### config.mk
export PLATFORM = sky130hd
export DESIGN_NAME = baud_tick_gen
export DESIGN_NICKNAME = d
export VERILOG_FILES = /design/src/rtl/baud_tick_gen.sv
export SDC_FILE = /design/constraint.sdc
export NUM_CORES = 1
export LEC_CHECK = 0
export ABC_AREA = 1
export BUFFER_PORTS_ARGS = -buffer_cell sky130_fd_sc_hd__buf_2
export CORE_MARGIN = 3
export CORE_UTILIZATION = 39
export CTS_BUF_LIST = sky130_fd_sc_hd__clkbuf_16
export DETAILED_ROUTE_END_ITERATION = 12
export PLACE_DENSITY = 0.65
export SETUP_SLACK_MARGIN = 0.5
export SLEW_MARGIN = 20
export SYNTH_ARGS = -nofsm -noshare
export SYNTH_HDL_FRONTEND = slang
export SYNTH_SLANG_ARGS = --single-unit
### constraint.sdc
create_clock -name clk -period 1.8 [get_ports clk]
set_input_delay 0.18 -clock clk [delete_from_list [all_inputs] [get_ports clk]]
set_output_delay 0.18 -clock clk [all_outputs]
set_load 0.05 [all_outputs]
### src/rtl/baud_tick_gen.sv
module baud_tick_gen #(
  parameter int DIV_W = 23,
  parameter int CFG_W = 32,
  parameter int USE_BIT = 23,
  parameter int XTAL_BIT = 24,
  parameter int HALF_BIT = 27,
  parameter logic [DIV_W-1:0] DEFAULT_DIV = DIV_W'(103)
) (
  input  logic             clk,
  input  logic             rst_n,
  input  logic [CFG_W-1:0] cfg_word,
  input  logic             xtal_ce,
  input  logic             sys_ce,
  output logic             tick
);

  logic             act_xtal, act_half;
  logic [1:0]       pre_cnt;
  logic [DIV_W-1:0] div_cnt;

  logic             sel_ce, pre_pulse, reload;
  logic [1:0]       pre_top;
  logic [DIV_W-1:0] next_div;
  logic             unused_cfg;

  assign sel_ce    = act_xtal ? xtal_ce : sys_ce;
  assign pre_top   = !act_xtal ? 2'd3 : (act_half ? 2'd1 : 2'd2);
  assign pre_pulse = sel_ce && (pre_cnt == pre_top);
  assign reload    = pre_pulse && (div_cnt == '0);
  assign next_div  = cfg_word[USE_BIT] ? cfg_word[DIV_W-1:0] : DEFAULT_DIV;
  assign unused_cfg = ^cfg_word;

  always_ff @(posedge clk) begin
    if (!rst_n) begin
      pre_cnt  <= '0;
      div_cnt  <= DEFAULT_DIV;
      act_xtal <= 1'b0;
      act_half <= 1'b0;
      tick     <= 1'b0;
    end else begin
      tick <= reload;
      if (sel_ce)
        pre_cnt <= pre_pulse ? 2'd0 : pre_cnt + 2'd1;
      if (reload) begin
        div_cnt  <= next_div;
        act_xtal <= cfg_word[XTAL_BIT];
        act_half <= cfg_word[HALF_BIT];
      end else if (pre_pulse) begin
        div_cnt <= div_cnt - 1'b1;
      end
    end
  end

  AST_TICK_SINGLE: assert property (@(posedge clk) disable iff (!rst_n)
    tick |=> !tick);

  AST_PRE_RANGE: assert property (@(posedge clk) disable iff (!rst_n)
    pre_cnt <= pre_top);

  AST_DIV_HOLD: assert property (@(posedge clk) disable iff (!rst_n)
    !pre_pulse |=> $stable(div_cnt));

  AST_CFG_HOLD: assert property (@(posedge clk) disable iff (!rst_n)
    !reload |=> ($stable(act_xtal) && $stable(act_half)));

  AST_IDLE_SRC: assert property (@(posedge clk) disable iff (!rst_n)
    !sel_ce |=> $stable(pre_cnt));

endmodule

# After elaboration in Yosys (flattened, before gate mapping)
# Cells that the tools add are included.
dict set report op_classes {
  bitwise 0
  mul 0
  div_mod_pow 0
  n_reduce_logical 4
  shifts 0
  eq_ne 1
  n_mux 7
  order_cmp 0
  add_sub_neg 2
}
# op n
set op_table {}
lappend op_table {{two-way mux 23 bit} 3}
lappend op_table {{logical NOT 23 bit} 1}
lappend op_table {{subtractor 23 x 1 -> 23 bit (second input constant)} 1}
lappend op_table {{two-way mux 2 bit} 3}
lappend op_table {{adder 2 x 1 -> 2 bit (second input constant)} 1}
lappend op_table {{equality test 2 bit} 1}
lappend op_table {{logical AND 1 bit} 2}
lappend op_table {{nonzero test 2 bit} 1}
lappend op_table {{two-way mux 1 bit} 1}
dict set report totals {
  latch_bits 0
  mem_bits_rw 0
  ff_bits 28
  word_cells 19
  out_inout_bits 1
  mem_count 0
  romBits 0
}

# Depth between registers and ports, before layout
# Gate-level depths: netlist (run 1).
dict set report logic_depth {
  depth_word 6
  mapped_depth 12
  ltp_nobuf 12
}

# Worst setup path after synthesis (run 1)
# No wires, ideal clock.
dict set report synth_timing {
  path_type {flip-flop to flip-flop}
  start {register div_cnt[0]}
  end {register div_cnt[5]}
  n_path_buf 0
  required_time_ns 1.685
  setup_ns 0.115
  arrival_time_ns 1.399
  stages_incl_launch_ff 11
  path_slack_ns 0.286
  cell_sequence {dfxtp_1 > inv_1 > ha_1 > inv_1 > nor2_4 > nand2_2 > nor2_8 > nand3_4 > or2_0 > nand2_1 > nand2_1}
}
dict set report synth_via {
  elab_chain_cells 3
  word_cells_on_any_way 6
  cone_classes {add/sub: 1; mux: 2; reduce/logical: 3}
}
# item line_no
set synth_lines {}
lappend synth_lines {{start, declared} 19} ;# logic [DIV_W-1:0] div_cnt;
lappend synth_lines {{start signal, assigned} 45} ;# div_cnt <= next_div;
lappend synth_lines {{start signal, assigned} 49} ;# div_cnt <= div_cnt - 1'b1;
lappend synth_lines {{subtractor 23 x 1 -> 23 bit or logical NOT 23 bit (tied branches)} {49, 29}}
lappend synth_lines {{two-way mux 23 bit or logical AND 1 bit (tied branches)} {48, 29}}
lappend synth_lines {{two-way mux 23 bit or nonzero test 2 bit (tied branches)} n/a}
# Parallel ways exist; a longest one is shown, timed or not. The select of a mux whose other input is x is not followed.
# A chain may end at the register's enable or synchronous reset.

# Final worst setup path (run 1)
dict set report layout_timing {
  start {register div_cnt[3]}
  end {register div_cnt[0]}
}
dict set report layout_via {
  elab_chain_cells 3
  word_cells_on_any_way 4
  cone_classes {mux: 1; reduce/logical: 3}
}
# item line_no
set layout_lines {}
lappend layout_lines {{logical NOT 23 bit *} 29} ;# assign reload = pre_pulse && (div_cnt == '0);
lappend layout_lines {{logical AND 1 bit *} 29}
lappend layout_lines {{two-way mux 23 bit or nonzero test 2 bit (tied branches)} n/a}
# Mark *: on every way between the ends. The rest lies on a longest branch, timed or not.

==> metrics.txt, run 1 <==
outcome=finished, final reports clean; global-route wire length before repair=10.14 mm; die width=77.96 um; IO Pins=37; number of rows created at floorplan=25; number of buffers inserted by port buffering=30; area fraction in and, or, nand and nor cells after synthesis=47.83%; number of nets still failing antenna checks after routing=0; max-cap violations=0; CTS H-tree lvls=1; type of the most critical hold path=input pin to flop; final number of setup-violating endpoints=0; die extent in y=77.96 um; FF+latch area=589.3 um2; maximum clock skew at final layout=0.003120 ns; number of design rule violations left after detail routing=0; final hold violation count=0; library cells used by synthesis=31; Peak VDD IR=0.4303 mV; total area of multi-input combinational cells=0.001602 mm2; number of antenna repair diodes=0; number of synthesized register bits=28; clk_lat worst skew=0.26 ns; Worst Path Max Fanout=4; Worst Setup Path Type=flop to flop; total via count in the routed design=2,430; placed instance count=427; Most used DFF post-synth=sky130_fd_sc_hd__dfxtp_1; effective utilization at floorplan=41.65%; total routing usage reported by global routing=20.71%; worst relative slew slack=72.70%; Final Slew Violations=0; number of CTS-inserted buffers=3; worst endpoint required time=1.96 ns; number of hold-repair buffers added at the cts stage=0; type of element capturing the critical path=flop; first-pass iteration count of the detailed router=5; final RePlAce weighted congestion=0.9341; clock slew at the register clock pins of the worst setup and hold paths=0.07 ns; total negative slack for setup checks=0 ns; non-filler instance count after layout=471; max incr delay on CP=0.37 ns; post-synthesis share of cell area spent on xor and xnor gates=4.337%; CTS sink cnt=28; cell chain of the critical path=nor2_4 > nand2_2 > nor2_4 > nand2_4 > nor2_8 > nand3_4 > buf_4 > o21ai_1 > nand2_1; Adder-Cell Fraction of Synth Area=0.6196%; final-layout fill cell count=409; # nets final=442; Post-Synthesis Cell Area=0.002019 mm2; highest attainable clock frequency=0.6538 GHz; CTS tree=done; RSZ-0062 raised after global routing=true; largest net degree at the start of global routing=20; wire length per cell after detailed routing=14.06 um; Post-Route Utilization=63.43%; mean cell area of the mapped netlist=6.120 um2; most frequent cells in the layout=sky130_fd_sc_hd__nand2_1, sky130_fd_sc_hd__buf_4, sky130_fd_sc_hd__inv_1, sky130_fd_sc_hd__buf_2, sky130_fd_sc_hd__nand3_1; share of synthesized flip-flops with an asynchronous set or reset=0%; main combinational cell family by area after synthesis=simple AND/OR/NAND/NOR gates; Final WS setup=0.2705 ns; count of flip-flops with a built-in enable after synthesis=0; number of antenna violations at the first check in global routing=0; nets in the synthesized netlist=367; Ys Warns=0; final WL=6.624 mm; arrival time worst endpoint=1.68 ns; final critical-path share of the clock period=84.97%; leakage dissipation=1.427 nW; area of the core=0.004848 mm2; sequential element share of the synthesized area=27.76%; layout overhead on the synthesized area=52.29%; Max Buffers Root-to-Sink=2; CP most frequent cell=sky130_fd_sc_hd__nor2_4; mux contribution to synthesized area=0%; Syn Inst Count=330; Setup WS pre-CTS=0.1675 ns; Total Power=0.001332 W; slew at the pin closest to its max-slew limit=0.4094 ns; post-detail-place hpwl=3.957 mm; clock root cell=sky130_fd_sc_hd__clkbuf_16; remaining global-route overflow=0; via count of the first global-routing pass=2,173; P per Cell Area=433.2 mW/mm2; via density per instance=5.159; critical path's slowest cell=sky130_fd_sc_hd__dfxtp_1; share of final-layout standard cells stronger than drive strength 1=43.32%; area fraction in compound gates after synthesis=10.04%; DRC violation total after the first TritonRoute iteration=226; leading cell type in the layout, fill and taps excluded=sky130_fd_sc_hd__nand2_1; DIE AREA=0.006078 mm2; kind of start point of the critical path=flop; post-layout minimum cycle time=1.529 ns
-- state kept, by name (all words and copies together) (netlist names) --
| signal | count |
|---|---|
| div_cnt | 23 |
| pre_cnt | 2 |
| act_half | 1 |
| act_xtal | 1 |
| tick | 1 |
-- critical path: cells and delay by family (launching register included) --
kind,cells,cell delay (ns)
buffers and inverters,1,0.16
flip-flops,1,0.37
AND/OR/NAND/NOR,7,0.77
AO/OA/AOI/OAI,1,0.11
-- per-stage QoR --
stage / cell area [um2] / hold WS, ns
finish: 3075 / 0.1078
global route: 3075 / 0.1075
CTS: 2774 / 0.1151
detailed placement: 2298 / 0.3919
global placement: 2298 / 0.3824
floorplan: 2049 / 0.2970
-- per-layer routing --
layer	vias to the layer above	GRT usage (%)	part of all wire, %
met2	91	34.93	50
li1	1208	-	-
met4	0	4.545	1.6
met1	1120	27.38	42
met3	11	3.828	6.4
met5	-	0	0
-- power by group --
group,internal [W],leakage (nW),switching (W)
clock network,0.000298,0.0385,0.000212
logic,0.0000792,1.16,0.000110
registers,0.000623,0.231,0.0000106
-- cells by family (layout without fill, tap and decap cells) --
| kind of cell | Yosys count | in the layout |
|---|---|---|
| XOR/XNOR | 10 | 10 |
| adder cells (fa/ha/maj) | 1 | 1 |
| AO/OA/AOI/OAI | 40 | 40 |
| flip-flops | 28 | 28 |
| AND/OR/NAND/NOR | 203 | 204 |
| buffers and inverters | 48 | 121 |
-- cell type report --
class	count	share of cell area (%)
clock buffers	3	2.441
repair inverters	1	0.2848
well taps	67	2.726
flip-flops and latches	28	19.16
inverters	42	5.696
clock inverters	1	0.1221
multi-input cells	255	52.07
repair buffers	74	17.49
-- final timing paths --
| kind | startpoint | end | slack [ns] | cells after the start |
|---|---|---|---|---|
| worst max register to register | div_cnt[3]$_SDFFE_PN0P_ | div_cnt[0]$_SDFFE_PN1P_ | 0.27 | 9 |
| worst min-delay path | cfg_word[2] | div_cnt[2]$_SDFFE_PN1P_ | 0.11 | 3 |
| worst min register to register | div_cnt[19]$_SDFFE_PN0P_ | div_cnt[19]$_SDFFE_PN0P_ | 0.50 | 2 |
| worst max-delay path | div_cnt[3]$_SDFFE_PN0P_ | div_cnt[0]$_SDFFE_PN1P_ | 0.27 | 9 |
-- synthesized netlist by cell type (2+ instances only) --
| master | number | area share (%) |
|---|---|---|
| sky130_fd_sc_hd__nor2_4 | 3 | 1.7 |
| sky130_fd_sc_hd__nand2_2 | 3 | 0.93 |
| sky130_fd_sc_hd__nand2_1 | 95 | 18 |
| sky130_fd_sc_hd__dfxtp_1 | 28 | 28 |
| sky130_fd_sc_hd__nand3_2 | 2 | 0.99 |
| sky130_fd_sc_hd__nor2_1 | 35 | 6.5 |
| sky130_fd_sc_hd__a21oi_1 | 24 | 5.9 |
| sky130_fd_sc_hd__buf_2 | 3 | 0.74 |
| sky130_fd_sc_hd__clkinv_1 | 2 | 0.37 |
| sky130_fd_sc_hd__nand3_1 | 39 | 9.7 |
| sky130_fd_sc_hd__nand4_1 | 4 | 1.2 |
| sky130_fd_sc_hd__o21ai_1 | 4 | 0.99 |
| sky130_fd_sc_hd__inv_1 | 39 | 7.2 |
| sky130_fd_sc_hd__clkbuf_1 | 2 | 0.37 |
| sky130_fd_sc_hd__o22ai_1 | 2 | 0.62 |
| sky130_fd_sc_hd__nand3b_1 | 2 | 0.74 |
| sky130_fd_sc_hd__nand2_4 | 2 | 1.1 |
| sky130_fd_sc_hd__nor2_2 | 11 | 3.4 |
| sky130_fd_sc_hd__xor2_1 | 9 | 3.9 |
| sky130_fd_sc_hd__o21ai_0 | 10 | 2.5 |
-- what timing repair did --
| action | CTS | global route |
|---|---|---|
| pin swaps | 32 | 25 |
| cloned | 2 | 0 |
| setup endpoints to repair | 28 | 28 |
| gates resized for setup | 64 | 46 |
| setup buffers | 25 | 13 |
Power figures use the tool's default switching activity.
==> inputs of run 2 (changes only) <==
Settings changed: PLACE_DENSITY 0.65 to 0.68.
Clock period 1.8 ns to 1.35 ns, I/O delays scaled along.
==> metrics.txt, run 2 (synthesized netlist as in run 1, its figures left out) <==
layout overhead on the synthesized area=62.27%; die extent in y=77.96 um (unchanged); # nets final=477 (+7.9%); minimum hold slack=0.06159 ns (-0.04621 ns); Final WS setup=-0.2073 ns (-0.4778 ns); kind of start point of the critical path=flop; P per Cell Area=618.2 mW/mm2 (+43%); number of antenna repair diodes=0 (unchanged); CTS tree=done; number of antenna violations at the first check in global routing=0 (unchanged); type of element capturing the critical path=flop; highest attainable clock frequency=0.6422 GHz (-1.8%); DRC violation total after the first TritonRoute iteration=162 (-28%); clk_lat worst skew=0.27 ns (about the same); largest register by flop count=div_cnt; final WL=7.054 mm (+6.5%); reg2reg path depth=10 (+1); destination of the worst register-to-register timing path=div_cnt[5]$_SDFFE_PN1P_; DIE AREA=0.006078 mm2 (unchanged); CP top delay family=simple AND/OR/NAND/NOR gates; placed instance count=479 (+12%); number of hold-repair buffers added at the cts stage=0 (unchanged); number of CTS-inserted buffers=3 (unchanged); share of final-layout standard cells stronger than drive strength 1=44.42% (+1.1 points); CP most frequent cell=sky130_fd_sc_hd__nand2_1; final RePlAce weighted congestion=0.9131 (-2.2%); arrival time worst endpoint=1.73 ns (+0.05 ns); max-cap violations=0 (unchanged); launching instance or port of the critical path=div_cnt[1]$_SDFFE_PN1P_; reg2reg start=div_cnt[1]$_SDFFE_PN1P_; first-pass iteration count of the detailed router=4 (-1); leading cell type in the layout, fill and taps excluded=sky130_fd_sc_hd__nand2_1; total via count in the routed design=2,530 (+4.1%); failing checks=setup timing; Final Slew Violations=0 (unchanged); CTS H-tree lvls=1 (unchanged); clock root cell=sky130_fd_sc_hd__clkbuf_16; number of rows created at floorplan=25 (unchanged); outcome=finished, violations left; wire length per cell after detailed routing=13.94 um (-0.87%); path length in cells of the critical path=10 (+1); Max Buffers Root-to-Sink=2 (unchanged); CTS sink cnt=28 (unchanged); RSZ-0062 raised after global routing=true; effective utilization at floorplan=41.65% (unchanged); global-route wire length before repair=10.60 mm (+4.5%); worst relative slew slack=70.68% (-2.0 points); max incr delay on CP=0.33 ns (-0.04 ns); largest net degree at the start of global routing=20 (unchanged); total negative slack for setup checks=-3.946 ns (-3.946 ns); Worst Path Max Fanout=4 (unchanged); total routing usage reported by global routing=21.80% (+1.1 points); worst setup path end=div_cnt[5]$_SDFFE_PN1P_; via density per instance=5.000 (-3.1%); type of the most critical hold path=input pin to flop; leakage dissipation=1.563 nW (+9.5%); hold path depth=3 (unchanged); remaining global-route overflow=0 (unchanged); area of the core=0.004848 mm2 (unchanged); cell chain of the critical path=inv_2 > ha_4 > inv_4 > nor2_4 > nand2_4 > nor2_8 > nand3_4 > or2_0 > nand2_1 > nand2_1; IO Pins=37 (unchanged); number of flip-flops under the largest register name=23 (unchanged); final hold violation count=0 (unchanged); number of nets still failing antenna checks after routing=0 (unchanged); buffers and inverters on the worst path=2 (+1); die width=77.96 um (unchanged); non-filler instance count after layout=506 (+7.4%); dpl cell area=0.002730 mm2 (+19%); critical path's slowest cell=sky130_fd_sc_hd__dfxtp_2; post-layout minimum cycle time=1.557 ns (+0.02779 ns); worst endpoint required time=1.52 ns (-0.44 ns); maximum clock skew at final layout=0.002602 ns (-0.0005182 ns); Setup WS pre-CTS=-0.1903 ns (-0.3578 ns); most frequent cells in the layout=sky130_fd_sc_hd__nand2_1, sky130_fd_sc_hd__buf_4, sky130_fd_sc_hd__inv_1, sky130_fd_sc_hd__nand3_1, sky130_fd_sc_hd__buf_2; post-route cell area=0.003277 mm2 (+6.5%); number of design rule violations left after detail routing=0 (unchanged); largest registers=div_cnt x23, pre_cnt x2; minimum setup slack among reg-to-reg paths=-0.21 ns (-0.48 ns); clock slew at the register clock pins of the worst setup and hold paths=0.07 ns (about the same); final number of setup-violating endpoints=27 (+27); slew at the pin closest to its max-slew limit=0.4398 ns (+0.03033 ns); number of buffers inserted by port buffering=30 (unchanged); via count of the first global-routing pass=2,336 (+7.5%); Peak VDD IR=0.5077 mV (+18%); post-detail-place hpwl=4.578 mm (+16%); Worst Setup Path Type=flop to flop; final critical-path share of the clock period=115.4% (+30 points)
## run 2: cell type report
cell class                      instances  area, um2
Tap cell                               67      83.83
Timing Repair Buffer                  110      825.8
Fill cell                             382       1572
Clock inverter                          1      30.03
Clock buffer                            3      75.07
Sequential cell                        28      580.6
Multi-Input combinational cell        255       1506
Inverter                               42      175.2
## run 2: worst min-delay path by stage
stage	start	endpoint	slack, ns
after global placement	cfg_word[1]	div_cnt[1]$_SDFFE_PN1P_	0.34
after floorplan	cfg_word[0]	div_cnt[0]$_SDFFE_PN1P_	0.25
after detailed placement	cfg_word[0]	div_cnt[0]$_SDFFE_PN1P_	0.35
after global routing	cfg_word[2]	div_cnt[2]$_SDFFE_PN1P_	0.08
final	cfg_word[0]	div_cnt[0]$_SDFFE_PN1P_	0.06
after CTS	cfg_word[0]	div_cnt[0]$_SDFFE_PN1P_	0.07
## run 2: worst min-delay path: cells and delay by family
| family | cells | cell delay, ns |
|---|---|---|
| compound gates | 1 | 0.06 |
| buf+inv | 1 | 0.07 |
| simple gates | 1 | 0.04 |
## run 2: report_power, final
part           switching [W]  leakage, nW  internal [W]
registers         0.00000975        0.230      0.000833
clock network       0.000327       0.0511      0.000592
logic               0.000146         1.28      0.000117
## run 2: per-stage QoR
step | total power, W | utilization [%]
after global routing | 0.002082 | 67.59
after floorplan | 0.0009772 | -
after global placement | 0.001072 | 56.31
final | 0.002026 | 67.59
after CTS | 0.002001 | 63.66
after detailed placement | 0.001076 | 56.31
## run 2: metal layers
| layer | track usage [%] | vias up | share of wire [%] |
|---|---|---|---|
| met5 | 0 | - | 0 |
| met4 | 8.916 | 0 | 2.8 |
| met3 | 2.668 | 18 | 5.2 |
| met2 | 36.30 | 85 | 49 |
| met1 | 28.39 | 1148 | 43 |
| li1 | - | 1279 | - |
## run 2: repair_timing
item,CTS,global route
buffers inserted,15,6
pin swaps,14,20
gates resized for setup,34,39
setup endpoints to repair,29,29
gates cloned,2,0
